$ cat src/rtl/irq_dispatch_pkg.sv
package irq_dispatch_pkg;
  localparam int ADDR_W  = 32;
  localparam int PS_W    = 8;
  localparam int CAUSE_W = 6;
  localparam logic [PS_W-1:0]    ILVL_MASK  = 8'h0F;
  localparam logic [PS_W-1:0]    EXCM_MASK  = 8'h10;
  localparam logic [PS_W-1:0]    UM_MASK    = 8'h20;
  localparam logic [CAUSE_W-1:0] CAUSE_LVL1 = 6'd4;

  typedef enum logic [1:0] {
    ENT_HIGH   = 2'd0,
    ENT_KERNEL = 2'd1,
    ENT_USER   = 2'd2,
    ENT_DOUBLE = 2'd3
  } entry_e;

  // Direct vector of a high-priority level
  function automatic logic [ADDR_W-1:0] lvl_vector(
      input logic [ADDR_W-1:0] base, input logic [ADDR_W-1:0] stride,
      input logic [ADDR_W-1:0] lvl);
    return base + stride * lvl;
  endfunction

  // Move a configured vector from the reset base onto the live base
  function automatic logic [ADDR_W-1:0] relocate(
      input logic [ADDR_W-1:0] vec, input logic [ADDR_W-1:0] rst_base,
      input logic [ADDR_W-1:0] live_base, input bit en);
    return en ? (vec - rst_base + live_base) : vec;
  endfunction
endpackage

$ cat src/rtl/irq_gate.sv
module irq_gate
  import irq_dispatch_pkg::*;
#(
  parameter int NLEVELS = 6,
  parameter int NINT    = 16,
  parameter int LW      = 3
) (
  input  logic                    req_i,
  input  logic [LW-1:0]           pend_lvl_i,
  input  logic [3:0]              cur_lvl_i,
  input  logic [NINT-1:0]         int_pend_i,
  input  logic [NINT-1:0]         int_en_i,
  input  logic [NLEVELS*NINT-1:0] lvl_mask_i,
  output logic                    accept_o
);
  logic [NINT-1:0] sel_mask;
  logic            above, in_range, has_line;

  always_comb begin
    sel_mask = '0;
    for (int l = 1; l <= NLEVELS; l++) begin
      if (pend_lvl_i == LW'(l)) sel_mask = lvl_mask_i[(l-1)*NINT +: NINT];
    end
  end

  assign above    = int'(pend_lvl_i) > int'(cur_lvl_i);
  assign in_range = (pend_lvl_i != '0) && (int'(pend_lvl_i) <= NLEVELS);
  assign has_line = |(sel_mask & int_pend_i & int_en_i);
  assign accept_o = req_i && above && in_range && has_line;
endmodule

$ cat src/rtl/irq_vector.sv
module irq_vector
  import irq_dispatch_pkg::*;
#(
  parameter int               LW          = 3,
  parameter logic [ADDR_W-1:0] RST_VECBASE = 32'h4000_0000,
  parameter logic [ADDR_W-1:0] LVL_STRIDE  = 32'h0000_0040,
  parameter logic [ADDR_W-1:0] KERN_VEC    = 32'h4000_0300,
  parameter logic [ADDR_W-1:0] USER_VEC    = 32'h4000_0340,
  parameter logic [ADDR_W-1:0] DBL_VEC     = 32'h4000_03C0,
  parameter bit                RELOC_EN    = 1'b1
) (
  input  logic [LW-1:0]     lvl_i,
  input  logic [PS_W-1:0]   ps_i,
  input  logic [ADDR_W-1:0] vecbase_i,
  output entry_e            kind_o,
  output logic [ADDR_W-1:0] target_o,
  output logic              absent_o
);
  logic [ADDR_W-1:0] raw_vec;

  always_comb begin
    if (int'(lvl_i) > 1)             kind_o = ENT_HIGH;
    else if ((ps_i & EXCM_MASK) != 0) kind_o = ENT_DOUBLE;
    else if ((ps_i & UM_MASK) != 0)   kind_o = ENT_USER;
    else                              kind_o = ENT_KERNEL;
  end

  always_comb begin
    unique case (kind_o)
      ENT_HIGH:   raw_vec = lvl_vector(RST_VECBASE, LVL_STRIDE, ADDR_W'(lvl_i));
      ENT_USER:   raw_vec = USER_VEC;
      ENT_DOUBLE: raw_vec = DBL_VEC;
      default:    raw_vec = KERN_VEC;
    endcase
  end

  assign absent_o = (raw_vec == '0);
  assign target_o = relocate(raw_vec, RST_VECBASE, vecbase_i, RELOC_EN);
endmodule

$ cat src/rtl/irq_dispatch.sv
module irq_dispatch
  import irq_dispatch_pkg::*;
#(
  parameter int               NLEVELS     = 6,
  parameter int               NINT        = 16,
  parameter int               LW          = $clog2(NLEVELS + 1),
  parameter logic [ADDR_W-1:0] RST_VECBASE = 32'h4000_0000,
  parameter logic [ADDR_W-1:0] LVL_STRIDE  = 32'h0000_0040,
  parameter logic [ADDR_W-1:0] KERN_VEC    = 32'h4000_0300,
  parameter logic [ADDR_W-1:0] USER_VEC    = 32'h4000_0340,
  parameter logic [ADDR_W-1:0] DBL_VEC     = 32'h4000_03C0,
  parameter bit                RELOC_EN    = 1'b1,
  parameter bit                HAS_DEPC    = 1'b1
) (
  input  logic                         clk,
  input  logic                         rst_n,
  input  logic                         req_i,
  input  logic [LW-1:0]                pend_lvl_i,
  input  logic [ADDR_W-1:0]            pc_i,
  input  logic [PS_W-1:0]              ps_i,
  input  logic [NINT-1:0]              int_pend_i,
  input  logic [NINT-1:0]              int_en_i,
  input  logic [NLEVELS*NINT-1:0]      lvl_mask_i,
  input  logic [ADDR_W-1:0]            vecbase_i,
  output logic                         taken_o,
  output logic                         vec_err_o,
  output logic [ADDR_W-1:0]            next_pc_o,
  output logic [PS_W-1:0]              ps_o,
  output logic [CAUSE_W-1:0]           exccause_o,
  output logic [NLEVELS*ADDR_W-1:0]    epc_o,
  output logic [(NLEVELS-1)*PS_W-1:0]  eps_o,
  output logic [ADDR_W-1:0]            depc_o
);
  logic              acc_w;
  entry_e            kind_w;
  logic [ADDR_W-1:0] target_w;
  logic              absent_w;

  logic [ADDR_W-1:0] epc_q [1:NLEVELS];
  logic [PS_W-1:0]   eps_q [2:NLEVELS];

  irq_gate #(.NLEVELS(NLEVELS), .NINT(NINT), .LW(LW)) u_gate (
    .req_i      (req_i),
    .pend_lvl_i (pend_lvl_i),
    .cur_lvl_i  (ps_i[3:0]),
    .int_pend_i (int_pend_i),
    .int_en_i   (int_en_i),
    .lvl_mask_i (lvl_mask_i),
    .accept_o   (acc_w)
  );

  irq_vector #(
    .LW(LW), .RST_VECBASE(RST_VECBASE), .LVL_STRIDE(LVL_STRIDE),
    .KERN_VEC(KERN_VEC), .USER_VEC(USER_VEC), .DBL_VEC(DBL_VEC),
    .RELOC_EN(RELOC_EN)
  ) u_vec (
    .lvl_i     (pend_lvl_i),
    .ps_i      (ps_i),
    .vecbase_i (vecbase_i),
    .kind_o    (kind_w),
    .target_o  (target_w),
    .absent_o  (absent_w)
  );

  always_ff @(posedge clk) begin
    if (!rst_n) begin
      taken_o    <= 1'b0;
      vec_err_o  <= 1'b0;
      next_pc_o  <= '0;
      ps_o       <= '0;
      exccause_o <= '0;
      depc_o     <= '0;
      for (int l = 1; l <= NLEVELS; l++) epc_q[l] <= '0;
      for (int l = 2; l <= NLEVELS; l++) eps_q[l] <= '0;
    end else begin
      taken_o   <= acc_w && !absent_w;
      vec_err_o <= acc_w && absent_w;
      if (acc_w) begin
        if (!absent_w) next_pc_o <= target_w;
        if (kind_w == ENT_HIGH) begin
          for (int l = 2; l <= NLEVELS; l++) begin
            if (pend_lvl_i == LW'(l)) begin
              epc_q[l] <= pc_i;
              eps_q[l] <= ps_i;
            end
          end
          ps_o <= (ps_i & ~ILVL_MASK) | PS_W'(pend_lvl_i) | EXCM_MASK;
        end else begin
          exccause_o <= CAUSE_LVL1;
          ps_o       <= ps_i | EXCM_MASK;
          if (kind_w == ENT_DOUBLE && HAS_DEPC) depc_o <= pc_i;
          else                                  epc_q[1] <= pc_i;
        end
      end
    end
  end

  for (genvar g = 1; g <= NLEVELS; g++) begin : g_epc
    assign epc_o[(g-1)*ADDR_W +: ADDR_W] = epc_q[g];
  end
  for (genvar g = 2; g <= NLEVELS; g++) begin : g_eps
    assign eps_o[(g-2)*PS_W +: PS_W] = eps_q[g];
  end
endmodule

$ cat config.mk
export PLATFORM = sky130hd
export DESIGN_NAME = irq_dispatch
export DESIGN_NICKNAME = d
export VERILOG_FILES = /design/src/rtl/irq_dispatch_pkg.sv /design/src/rtl/irq_gate.sv /design/src/rtl/irq_vector.sv /design/src/rtl/irq_dispatch.sv
export SDC_FILE = /design/constraint.sdc
export NUM_CORES = 1
export LEC_CHECK = 0
export CAP_MARGIN = 20
export CELL_PAD_IN_SITES_DETAIL_PLACEMENT = 2
export CELL_PAD_IN_SITES_GLOBAL_PLACEMENT = 2
export CORE_MARGIN = 3
export CORE_UTILIZATION = 25
export DETAILED_ROUTE_END_ITERATION = 8
export PLACE_DENSITY = 0.8
export REMOVE_ABC_BUFFERS = 1
export SETUP_SLACK_MARGIN = 0.2
export SYNTH_ARGS = -nofsm -noshare
export SYNTH_HDL_FRONTEND = slang
export SYNTH_SLANG_ARGS = --single-unit
$ cat constraint.sdc
create_clock -name clk -period 6.9 [get_ports clk]
set_input_delay 1.38 -clock clk [delete_from_list [all_inputs] [get_ports clk]]
set_output_delay 1.38 -clock clk [all_outputs]
set_load 0.01 [all_outputs]
* After elaboration in Yosys (flattened, before gate mapping)
Memories as Yosys holds them, arrays and structs flattened.
Index checks and enable logic that the tools add are counted.
W data, S select, Z words.
** Storage, ports and cells
- Register bits after elaboration :: 75
- Bits in writable memories :: 232
- Bits of input ports :: 206
- Word-level logic and storage cells :: 105
- Memories :: 2
** Memories
- epc_q :: words 6, bits a word 32, rd ports 6, clocked after memory_dff 0, write ports 6, line irq_dispatch.sv:39 : logic [ADDR_W-1:0] epc_q [1:NLEVELS];
- eps_q :: words 5, bits a word 8, rd ports 5, clocked after memory_dff 0, write ports 5, line irq_dispatch.sv:40 : logic [PS_W-1:0] eps_q [2:NLEVELS];
** Cells by class
- $add $sub $neg :: 3
- Magnitude comparators :: 3
- Equality and inequality tests :: 8
- Multiplexer cells :: 53
- Bitwise operators :: 16
- Reduce and logical (&&, ||, !) cells :: 14
** Operators by type and width (number)
- $mux W32 :: 6
- $mux W16 :: 6
- $pmux W32 S3 :: 1
- $mux W8 :: 6
- $add A31 B9 Y32 const A :: 1
- $add A32 B32 Y32 :: 1
- $and A16 B16 Y16 :: 2
- $logic_not A32 Y1 :: 1
- $sub A32 B31 Y32 const B :: 1
- $mux W1 :: 31
- $reduce_or A16 Y1 :: 1
- $or A1 B1 Y1 :: 11
- $eq A3 B3 Y1 const B :: 3
- $or A8 B3 Y8 :: 1
- $eq A3 B2 Y1 const B :: 2
- $logic_and A1 B1 Y1 :: 6
- $mux W2 :: 3
- $eq A2 B2 Y1 const B :: 2
- $gt A3 B4 Y1 :: 1
- $reduce_and A2 Y1 :: 2
- $eq A3 B1 Y1 const B :: 1
- $gt A3 B1 Y1 const B :: 1
- $le A3 B3 Y1 const B :: 1
- $reduce_and A3 Y1 :: 1
- 4 further kinds :: 5

* Longest topological paths before layout
Gate-level depths: netlist of the first run.
- Depth in word-level cells :: 15
- Depth in mapped cells :: 17
- Mapped depth without buffers :: 13

* By module
From an unflattened synthesis of the first run, not the netlist that was laid out.
** Unflattened totals
- Cells, all modules :: 1109
- Area, all modules :: 13147.6 sq um
** Modules (own cells, without submodules)
- irq_dispatch :: instances 1, cells each 847, area each 11309.6 sq um
- irq_gate :: instances 1, cells each 164, area each 1158.6 sq um
- irq_vector :: instances 1, cells each 98, area each 679.4 sq um

* Worst setup path after synthesis of the first run
Ideal clock, no wire load.
- Path kind :: input port to flip-flop
- From :: in pend_lvl_i[2]
- To :: reg, netlist name epc_q[0][160]
- Arrival time :: 5715 ps
- Data required time :: 6407 ps
- Path slack :: 692 ps
- Stages :: 11
- Buffers on the path :: 4
- Path through :: buf_2 buf_4 buf_4 nand2b_1 a211oi_1 o2111ai_1 o2111a_1 nand4_1 o21ai_1 buf_2 o21ai_0
** RTL lines
- from (decl) :: line irq_dispatch.sv:18 : input logic [LW-1:0] pend_lvl_i,

* Worst setup path in the final report of the first run
- From :: in pend_lvl_i[2]
- To :: reg next_pc_o[28]
** On the way
- Longest elaborated chain between the ends :: 12
- Elaborated cells between the ends (all ways) :: 34
- Classes of those cells :: add/sub (3); order compare (3); eq/ne (8); mux (8); bitwise (3); reduce/logical (9)
** Ends and longest elaborated chain
- branches (longest 12 deep; another with $add A31 B9 Y32)
- to (signal assigned) :: line irq_dispatch.sv:79 : if (!absent_w) next_pc_o <= target_w;
- to (decl) :: line irq_dispatch.sv:27 : output logic [ADDR_W-1:0] next_pc_o,
Several ways; the timed one is not identified.
A chain may end at the register's enable or synchronous reset.

==> results of run 1 <==
-- layout make-up --
cell class | instances | area, um^2 | share of cell area, %
Antenna cell | 1 | 2.50 | 0.0122
Clock buffer | 48 | 1010 | 4.93
Clock inverter | 18 | 235 | 1.15
Inverter | 14 | 52.6 | 0.257
Multi-Input combinational cell | 693 | 4470 | 21.9
Sequential cell | 306 | 8450 | 41.3
Tap cell | 688 | 861 | 4.21
Timing Repair Buffer | 535 | 5360 | 26.2
-- final timing paths --
check	to	slack [ns]	cells after the start
max	next_pc_o[28]$_SDFFE_PN0N_	1.88	15
min	exccause_o[2]$_SDFFE_PN0P_	0.46	2
max reg2reg	depc_o[17]$_SDFFE_PN0P_	6.19	2
min reg2reg	exccause_o[2]$_SDFFE_PN0P_	0.46	2
-- state kept, by name, indices dropped and copies added, names as in the netlist --
| signal | count |
|---|---|
| depc_o | 32 |
| eps_q | 40 |
| next_pc_o | 32 |
| epc_q | 192 |
| taken_o | 1 |
| exccause_o | 1 |
| ps_o | 8 |
-- placed cells by master (no fill, tap or decap), types with 11 or more instances in the layout --
| master | netlist | routed |
|---|---|---|
| sky130_fd_sc_hd__and3_1 | 233 | 233 |
| sky130_fd_sc_hd__a21oi_1 | 17 | 17 |
| sky130_fd_sc_hd__a211oi_1 | 11 | 11 |
| sky130_fd_sc_hd__dfxtp_1 | 74 | 74 |
| sky130_fd_sc_hd__inv_1 | 13 | 13 |
| sky130_fd_sc_hd__nand2b_1 | 12 | 12 |
| sky130_fd_sc_hd__clkdlybuf4s50_1 | 0 | 508 |
| sky130_fd_sc_hd__mux2i_1 | 67 | 67 |
| sky130_fd_sc_hd__conb_1 | 1 | 11 |
| sky130_fd_sc_hd__nand3_1 | 15 | 15 |
| sky130_fd_sc_hd__edfxtp_1 | 232 | 232 |
| sky130_fd_sc_hd__nand2_1 | 159 | 159 |
| sky130_fd_sc_hd__o21ai_0 | 14 | 12 |
| sky130_fd_sc_hd__clkbuf_16 | 0 | 37 |
| sky130_fd_sc_hd__buf_4 | 28 | 20 |
| sky130_fd_sc_hd__xnor2_1 | 17 | 17 |
-- cells by family after synthesis --
family                   synth area share, %
flip-flops                              63.3
multiplexers                            5.28
XOR/XNOR                                1.57
adder cells (fa/ha/maj)                0.806
buffers and inverters                   4.20
AND/OR/NAND/NOR                         18.9
other                                 0.0281
AO/OA/AOI/OAI                           5.91
-- power breakdown --
part | switching [mW] | internal (mW)
registers | 0.0373 | 2.07
clock network | 0.804 | 1.22
logic | 0.331 | 0.316
total | 1.17 | 3.61
-- metal layers --
metal	up-vias	wire (um)	GRT usage [%]
li1	4998	-	-
met1	5673	23100	23.5
met2	431	30000	36.1
met3	84	4220	5.61
met4	0	1860	6.49
met5	-	0	0
-- through the flow --
stage / std cells / hold WS (ns)
after global placement: 2231 / 0.437
after floorplan: 1013 / 0.478
after detailed placement: 2232 / 0.452
after CTS: 2298 / 0.461
final: 2303 / 0.457
after global routing: 2302 / 0.479
-- worst min-delay path, stage by stage (launching register included) --
cell,delay [ns]
sky130_fd_sc_hd__dfxtp_1,0.32
sky130_fd_sc_hd__nand2_1,0.05
sky130_fd_sc_hd__o21ai_0,0.05
==> impl_metrics.prom, run 1 <==
# TYPE chip_impl_metric gauge
chip_impl_metric{name="grt_first_pass_wirelength",unit="um"} 85100
chip_impl_metric{name="yosysSeqAreaShare",unit="%"} 63.3
chip_impl_metric{name="grt_antenna_before_repair",unit=""} 1
chip_impl_metric{name="route.antenna.remaining_nets",unit=""} 0
chip_impl_metric{name="max_freq",unit="MHz"} 199
chip_impl_metric{name="mappedNetlistArea",unit="mm^2"} 0.0134
chip_impl_metric{name="yosys_register_bits",unit=""} 306
chip_impl_info{name="synth.top_cells.by_area",value="sky130_fd_sc_hd__edfxtp_1 (52%), sky130_fd_sc_hd__dfxtp_1 (11%), sky130_fd_sc_hd__and3_1 (11%), sky130_fd_sc_hd__mux2i_1 (5.0%), sky130_fd_sc_hd__nand2_1 (4.5%)"} 1
chip_impl_metric{name="cts_htree_levels",unit=""} 2
chip_impl_info{name="yosys.cell_count.top_type",value="sky130_fd_sc_hd__and3_1"} 1
chip_impl_info{name="critical_path.reg2reg.startpoint",value="depc_o[17]$_SDFFE_PN0P_"} 1
chip_impl_metric{name="cts_sinks",unit=""} 306
chip_impl_info{name="ys_dominant_reg_cell",value="sky130_fd_sc_hd__edfxtp_1"} 1
chip_impl_info{name="status",value="complete, no violations"} 1
chip_impl_metric{name="cts.reportedPaths.clkPinSlew",unit="ns"} 0.06
chip_impl_metric{name="critPathBufInv",unit=""} 3
chip_impl_metric{name="worst-slew-pin-transition",unit="ns"} 1.10
chip_impl_info{name="critical_path_class",value="primary input to flop"} 1
chip_impl_metric{name="synth_top_area_share",unit="%"} 52.2
chip_impl_metric{name="wl_per_cell",unit="um"} 25.7
chip_impl_metric{name="setup_viol_count_final",unit=""} 0
chip_impl_info{name="cell_by_cell_trace_of_the_critical_path",value="clkdlybuf4s50_1 -> buf_4 -> nor2_1 -> o21ai_0 -> nand2_1 -> ha_1 -> inv_1 -> fa_1 -> nor2b_1 -> o21ai_0 -> a2111oi_0 -> nand2_1 -> xnor2_1 -> nand2_1 -> mux2i_1"} 1
chip_impl_metric{name="final_design_area_no_fill",unit="mm^2"} 0.0204
chip_impl_metric{name="layout.filler_cells",unit=""} 5419
chip_impl_info{name="clockRootBuffer",value="sky130_fd_sc_hd__clkbuf_16"} 1
chip_impl_info{name="synth_largest_area_cell",value="sky130_fd_sc_hd__edfxtp_1"} 1
chip_impl_metric{name="syn_area_per_cell",unit="um^2"} 12.1
chip_impl_metric{name="grt_start_max_net_pins",unit=""} 131
chip_impl_metric{name="core-area",unit="mm^2"} 0.0527
chip_impl_metric{name="dr_total_vias",unit=""} 11186
chip_impl_metric{name="wirelength",unit="um"} 59100
chip_impl_metric{name="grtUsageTotal",unit="%"} 20.3
chip_impl_metric{name="power.leakage",unit="nW"} 8.09
chip_impl_info{name="worst_hold_startpoint",value="exccause_o[2]$_SDFFE_PN0P_"} 1
chip_impl_metric{name="post_route_cells_drive_above_1_share",unit="%"} 6.32
chip_impl_info{name="cp-start-kind",value="primary input"} 1
chip_impl_metric{name="worstPathRequired",unit="ns"} 7.38
chip_impl_metric{name="initial_core_util",unit="%"} 25.4
chip_impl_info{name="cp-startpoint",value="pend_lvl_i[2]"} 1
chip_impl_metric{name="design.final.nets",unit=""} 1801
chip_impl_metric{name="yosys_warnings",unit=""} 0
chip_impl_metric{name="total_power_of_the_final_layout",unit="mW"} 4.78
chip_impl_info{name="endpoint_kind",value="flop"} 1
chip_impl_info{name="tritoncts_clock_tree",value="built"} 1
chip_impl_metric{name="post_cts.resized_instances",unit=""} 0
chip_impl_metric{name="hold_buffers",unit=""} 0
chip_impl_metric{name="gp_congestion",unit=""} 0.805
chip_impl_metric{name="post-route-period-util",unit="%"} 72.8
chip_impl_metric{name="crit_path_max_fanout",unit=""} 22
chip_impl_info{name="worst_path_dominant_cell_family",value="compound AO/OA/AOI/OAI gates"} 1
chip_impl_metric{name="cts_buffers",unit=""} 37
chip_impl_metric{name="vdd_drop_max",unit="V"} 0.000145
chip_impl_metric{name="slew_headroom",unit="%"} 24.5
chip_impl_metric{name="synth_cell_type_count",unit=""} 62
chip_impl_metric{name="hold_violations",unit=""} 0
chip_impl_metric{name="route.detailed.drc",unit=""} 0
chip_impl_metric{name="placement_rows",unit=""} 84
chip_impl_metric{name="pin_count",unit=""} 518
chip_impl_metric{name="synthesis.instances",unit=""} 1101
chip_impl_metric{name="cp.arrival",unit="ns"} 5.50
chip_impl_metric{name="number_of_global_route_vias_before_repair",unit=""} 12252
chip_impl_metric{name="synth_enable_flop_cells",unit=""} 232
chip_impl_metric{name="detailedRoute.firstIterationViolations",unit=""} 673
chip_impl_metric{name="dr.pass1.iters",unit=""} 4
chip_impl_metric{name="tns",unit="ns"} 0
chip_impl_info{name="hold_path.class",value="flop to flop"} 1
chip_impl_info{name="grt_setup_unrepaired",value="no"} 1
chip_impl_metric{name="fraction_of_registers_with_async_set_or_reset_after_synthesis",unit="%"} 0
chip_impl_metric{name="max_cap_viol_count",unit=""} 0
chip_impl_info{name="crit_slowest_cell",value="sky130_fd_sc_hd__a2111oi_0"} 1
chip_impl_info{name="post_synth_most_frequent_cells",value="sky130_fd_sc_hd__and3_1 (233), sky130_fd_sc_hd__edfxtp_1 (232), sky130_fd_sc_hd__nand2_1 (159)"} 1
chip_impl_metric{name="globalRoute.totalOverflow",unit=""} 0
chip_impl_metric{name="cpPeakStageDelay",unit="ns"} 1.05
chip_impl_metric{name="flow.area_growth_from_synthesis",unit="%"} 53.1
chip_impl_metric{name="pwr_density_cell",unit="mW/mm^2"} 234
chip_impl_metric{name="final_core_util",unit="%"} 38.8
chip_impl_metric{name="fin_crit",unit="ns"} 5.02
chip_impl_metric{name="postCtsSetupBuffers",unit=""} 0
chip_impl_metric{name="via_per_inst",unit=""} 4.86
chip_impl_metric{name="preCtsSetupSlack",unit="ns"} 1.27
chip_impl_metric{name="placed_area",unit="mm^2"} 0.0191
chip_impl_metric{name="timing.clock.skew",unit="ns"} 0
chip_impl_metric{name="fp.dieArea",unit="mm^2"} 0.0562
chip_impl_metric{name="final_max_slew_viol_count",unit=""} 0
chip_impl_metric{name="place_hpwl",unit="um"} 42700
chip_impl_metric{name="dieHeight",unit="um"} 237
chip_impl_metric{name="deepest_clock_path_buffer_count",unit=""} 3
chip_impl_metric{name="port-buffer-count",unit=""} 511
chip_impl_metric{name="clk-insertion-delay-late",unit="ns"} 0.53
chip_impl_metric{name="die_x",unit="um"} 237
chip_impl_metric{name="pnr_worst_setup_slack",unit="ns"} 1.88
chip_impl_info{name="crit_top_cell",value="sky130_fd_sc_hd__nand2_1"} 1
Note: power is estimated with default switching activity, not from simulation.
==> run 2, diff against run 1 <==
- clock period: 6.9 -> 5.08 ns (I/O delays scaled with it)
==> run 2 against run 1 <==
Global-route usage up 0.77 points. Combinational power up 37%. Critical endpoint is now epc_q[0][175]$_SDFFCE_PN0P_. Count of clock-buffer cells in the layout up 4. Register-to-register slack worse by 1.8 ns. Die area unchanged. Sequential cell count unchanged. Non-clock buffer count up 9. Largest cell class unchanged. Cell count up 0.52%. Sequential share of layout area down 0.093 points. Hold slack better by 0.0058 ns.
==> impl_metrics.prom, run 2 (synthesized netlist as in run 1, its figures left out) <==
# TYPE chip_impl_metric gauge
chip_impl_info{name="status",value="complete, no violations"} 1
chip_impl_metric{name="power.net_switching",unit="mW"} 1.62
chip_impl_metric{name="hold_buffers",unit=""} 0
chip_impl_metric{name="post_route_cells_drive_above_1_share",unit="%"} 6.65
chip_impl_metric{name="crit_path_max_fanout",unit=""} 52
chip_impl_metric{name="layout.filler_cells",unit=""} 5371
chip_impl_metric{name="pnr_worst_setup_slack",unit="ns"} 0.896
chip_impl_metric{name="fp.dieArea",unit="mm^2"} 0.0562
chip_impl_metric{name="core-area",unit="mm^2"} 0.0527
chip_impl_metric{name="fin_crit",unit="ns"} 4.18
chip_impl_info{name="critical_path.reg2reg.startpoint",value="depc_o[18]$_SDFFE_PN0P_"} 1
chip_impl_metric{name="placed_area",unit="mm^2"} 0.0193
chip_impl_metric{name="dr.pass1.iters",unit=""} 4
chip_impl_metric{name="route.detailed.drc",unit=""} 0
chip_impl_metric{name="clk-insertion-delay-late",unit="ns"} 0.54
chip_impl_metric{name="placement_rows",unit=""} 84
chip_impl_info{name="worst_hold_startpoint",value="next_pc_o[8]$_SDFFE_PN0N_"} 1
chip_impl_metric{name="hold_violations",unit=""} 0
chip_impl_info{name="clockRootBuffer",value="sky130_fd_sc_hd__clkbuf_16"} 1
chip_impl_info{name="grt_setup_unrepaired",value="no"} 1
chip_impl_metric{name="whs",unit="ns"} 0.463
chip_impl_metric{name="preCtsSetupSlack",unit="ns"} 0.385
chip_impl_metric{name="reg2reg_setup_slack",unit="ns"} 4.38
chip_impl_metric{name="die_x",unit="um"} 237
chip_impl_info{name="critical_path_class",value="primary input to flop"} 1
chip_impl_metric{name="place_hpwl",unit="um"} 43700
chip_impl_info{name="cp-start-kind",value="primary input"} 1
chip_impl_metric{name="cts.reportedPaths.clkPinSlew",unit="ns"} 0.05
chip_impl_metric{name="grtUsageTotal",unit="%"} 21.0
chip_impl_info{name="regMostFlops",value="epc_q"} 1
chip_impl_metric{name="deepest_clock_path_buffer_count",unit=""} 3
chip_impl_metric{name="pwr_density_cell",unit="mW/mm^2"} 314
chip_impl_metric{name="wirelength",unit="um"} 60900
chip_impl_metric{name="number_of_global_route_vias_before_repair",unit=""} 12803
chip_impl_metric{name="p_sw_share",unit="%"} 25.1
chip_impl_info{name="cp-startpoint",value="pend_lvl_i[2]"} 1
chip_impl_metric{name="postCtsSetupBuffers",unit=""} 0
chip_impl_metric{name="post-route-period-util",unit="%"} 82.4
chip_impl_metric{name="cp.arrival",unit="ns"} 4.38
chip_impl_metric{name="max_cap_viol_count",unit=""} 0
chip_impl_metric{name="globalRoute.totalOverflow",unit=""} 0
chip_impl_metric{name="combPwrFrac",unit="%"} 13.8
chip_impl_metric{name="vdd_drop_max",unit="V"} 0.000187
chip_impl_info{name="most-common-layout-cells",value="sky130_fd_sc_hd__clkdlybuf4s50_1 (508), sky130_fd_sc_hd__and3_1 (233), sky130_fd_sc_hd__edfxtp_1 (232), sky130_fd_sc_hd__nand2_1 (159), sky130_fd_sc_hd__dfxtp_1 (74)"} 1
chip_impl_metric{name="slew_headroom",unit="%"} 38.1
chip_impl_metric{name="numPlacedInstances",unit=""} 2245
chip_impl_info{name="tritoncts_clock_tree",value="built"} 1
chip_impl_metric{name="via_per_inst",unit=""} 4.88
chip_impl_metric{name="power_frac_clock",unit="%"} 41.8
chip_impl_metric{name="cts_htree_levels",unit=""} 2
chip_impl_metric{name="gp_congestion",unit=""} 0.802
chip_impl_metric{name="cts_sinks",unit=""} 306
chip_impl_info{name="endpoint_kind",value="flop"} 1
chip_impl_info{name="min_delay_worst_endpoint",value="next_pc_o[8]$_SDFFE_PN0N_"} 1
chip_impl_metric{name="cts_buffers",unit=""} 37
chip_impl_metric{name="internal_power_summed_over_all_cells",unit="mW"} 4.82
chip_impl_info{name="final_common_cell",value="sky130_fd_sc_hd__clkdlybuf4s50_1"} 1
chip_impl_metric{name="pin_count",unit=""} 518
chip_impl_metric{name="wl_per_cell",unit="um"} 26.3
chip_impl_metric{name="final_max_slew_viol_count",unit=""} 0
chip_impl_metric{name="final_core_util",unit="%"} 38.9
chip_impl_metric{name="grt_first_pass_wirelength",unit="um"} 88300
chip_impl_info{name="rr_endpoint",value="depc_o[18]$_SDFFE_PN0P_"} 1
chip_impl_metric{name="timing.clock.skew",unit="ns"} 0
chip_impl_metric{name="final-instance-count-excl-fill",unit=""} 2315
chip_impl_metric{name="port-buffer-count",unit=""} 511
chip_impl_metric{name="grt_antenna_before_repair",unit=""} 3
chip_impl_metric{name="flow.area_growth_from_synthesis",unit="%"} 53.4
chip_impl_metric{name="worstPathRequired",unit="ns"} 5.27
chip_impl_metric{name="tns",unit="ns"} 0
chip_impl_metric{name="worst-slew-pin-transition",unit="ns"} 0.925
chip_impl_info{name="hold_path.class",value="flop to flop"} 1
chip_impl_metric{name="max_freq",unit="MHz"} 239
chip_impl_metric{name="power.leakage",unit="nW"} 8.11
chip_impl_metric{name="post_cts.resized_instances",unit=""} 0
chip_impl_metric{name="timing.reg2reg.worst_path_depth",unit=""} 2
chip_impl_metric{name="initial_core_util",unit="%"} 25.4
chip_impl_metric{name="largest_register_ffs",unit=""} 192
chip_impl_metric{name="final_design_area_no_fill",unit="mm^2"} 0.0205
chip_impl_metric{name="power.share.sequential",unit="%"} 44.5
chip_impl_metric{name="dieHeight",unit="um"} 237
chip_impl_metric{name="setup_viol_count_final",unit=""} 0
chip_impl_metric{name="grt_start_max_net_pins",unit=""} 117
chip_impl_metric{name="dr_total_vias",unit=""} 11291
chip_impl_metric{name="total_power_of_the_final_layout",unit="mW"} 6.44
chip_impl_metric{name="route.antenna.remaining_nets",unit=""} 0
chip_impl_info{name="reg.largest.list",value="epc_q x192, eps_q x40"} 1
chip_impl_metric{name="cell_depth_of_the_worst_min_delay_path",unit=""} 2
chip_impl_metric{name="design.final.nets",unit=""} 1810
chip_impl_metric{name="detailedRoute.firstIterationViolations",unit=""} 596
==> run 2: power groups by stage <==
stage,Clock [mW],Sequential [mW],Combinational [mW]
final,2.69,2.86,0.887
after global routing,2.87,2.87,0.946
after CTS,2.76,2.86,0.898
after detailed placement,0,2.92,0.893
after global placement,0,2.90,0.870
after floorplan,0,2.97,0.181
==> run 2: worst max-delay path: stages <==
cell and delay, ns:
sky130_fd_sc_hd__clkdlybuf4s50_1 0.52, sky130_fd_sc_hd__buf_12 0.25, sky130_fd_sc_hd__inv_1 0.10, sky130_fd_sc_hd__a21oi_1 0.43, sky130_fd_sc_hd__a21oi_1 0.13, sky130_fd_sc_hd__o31a_1 0.35, sky130_fd_sc_hd__nand4_1 0.22, sky130_fd_sc_hd__o21ai_4 0.09
sky130_fd_sc_hd__o21ai_4 0.72, sky130_fd_sc_hd__buf_4 0.50
==> run 2: worst max path at each step <==
stage                                        endpoint  depth (start not counted)
after floorplan           epc_q[0][100]$_SDFFCE_PN0P_                          7
after global routing       next_pc_o[26]$_SDFFE_PN0N_                         16
after CTS                 epc_q[0][175]$_SDFFCE_PN0P_                         10
after detailed placement  epc_q[0][175]$_SDFFCE_PN0P_                         10
final                     epc_q[0][175]$_SDFFCE_PN0P_                         10
after global placement    epc_q[0][181]$_SDFFCE_PN0P_                         10
==> run 2: layer usage <==
metal	GRT usage, %	part of all wire (%)	vias to the layer above
li1	-	-	5029
met1	23.8	39	5682
met2	37.0	50	461
met3	7.07	8.0	117
met4	7.11	3.6	2
met5	0	0.021	-
==> run 2: layout make-up <==
| class | count | area, um^2 | area share (%) |
|---|---|---|---|
| sequential | 306 | 8450 | 41.2 |
| timing repair buffer | 544 | 5440 | 26.5 |
| multi-input combinational | 693 | 4470 | 21.8 |
| clock buffer | 52 | 1020 | 5.00 |
| tap | 688 | 861 | 4.20 |
| clock inverter | 15 | 181 | 0.886 |
| inverter | 14 | 52.6 | 0.257 |
| antenna | 3 | 7.51 | 0.0367 |
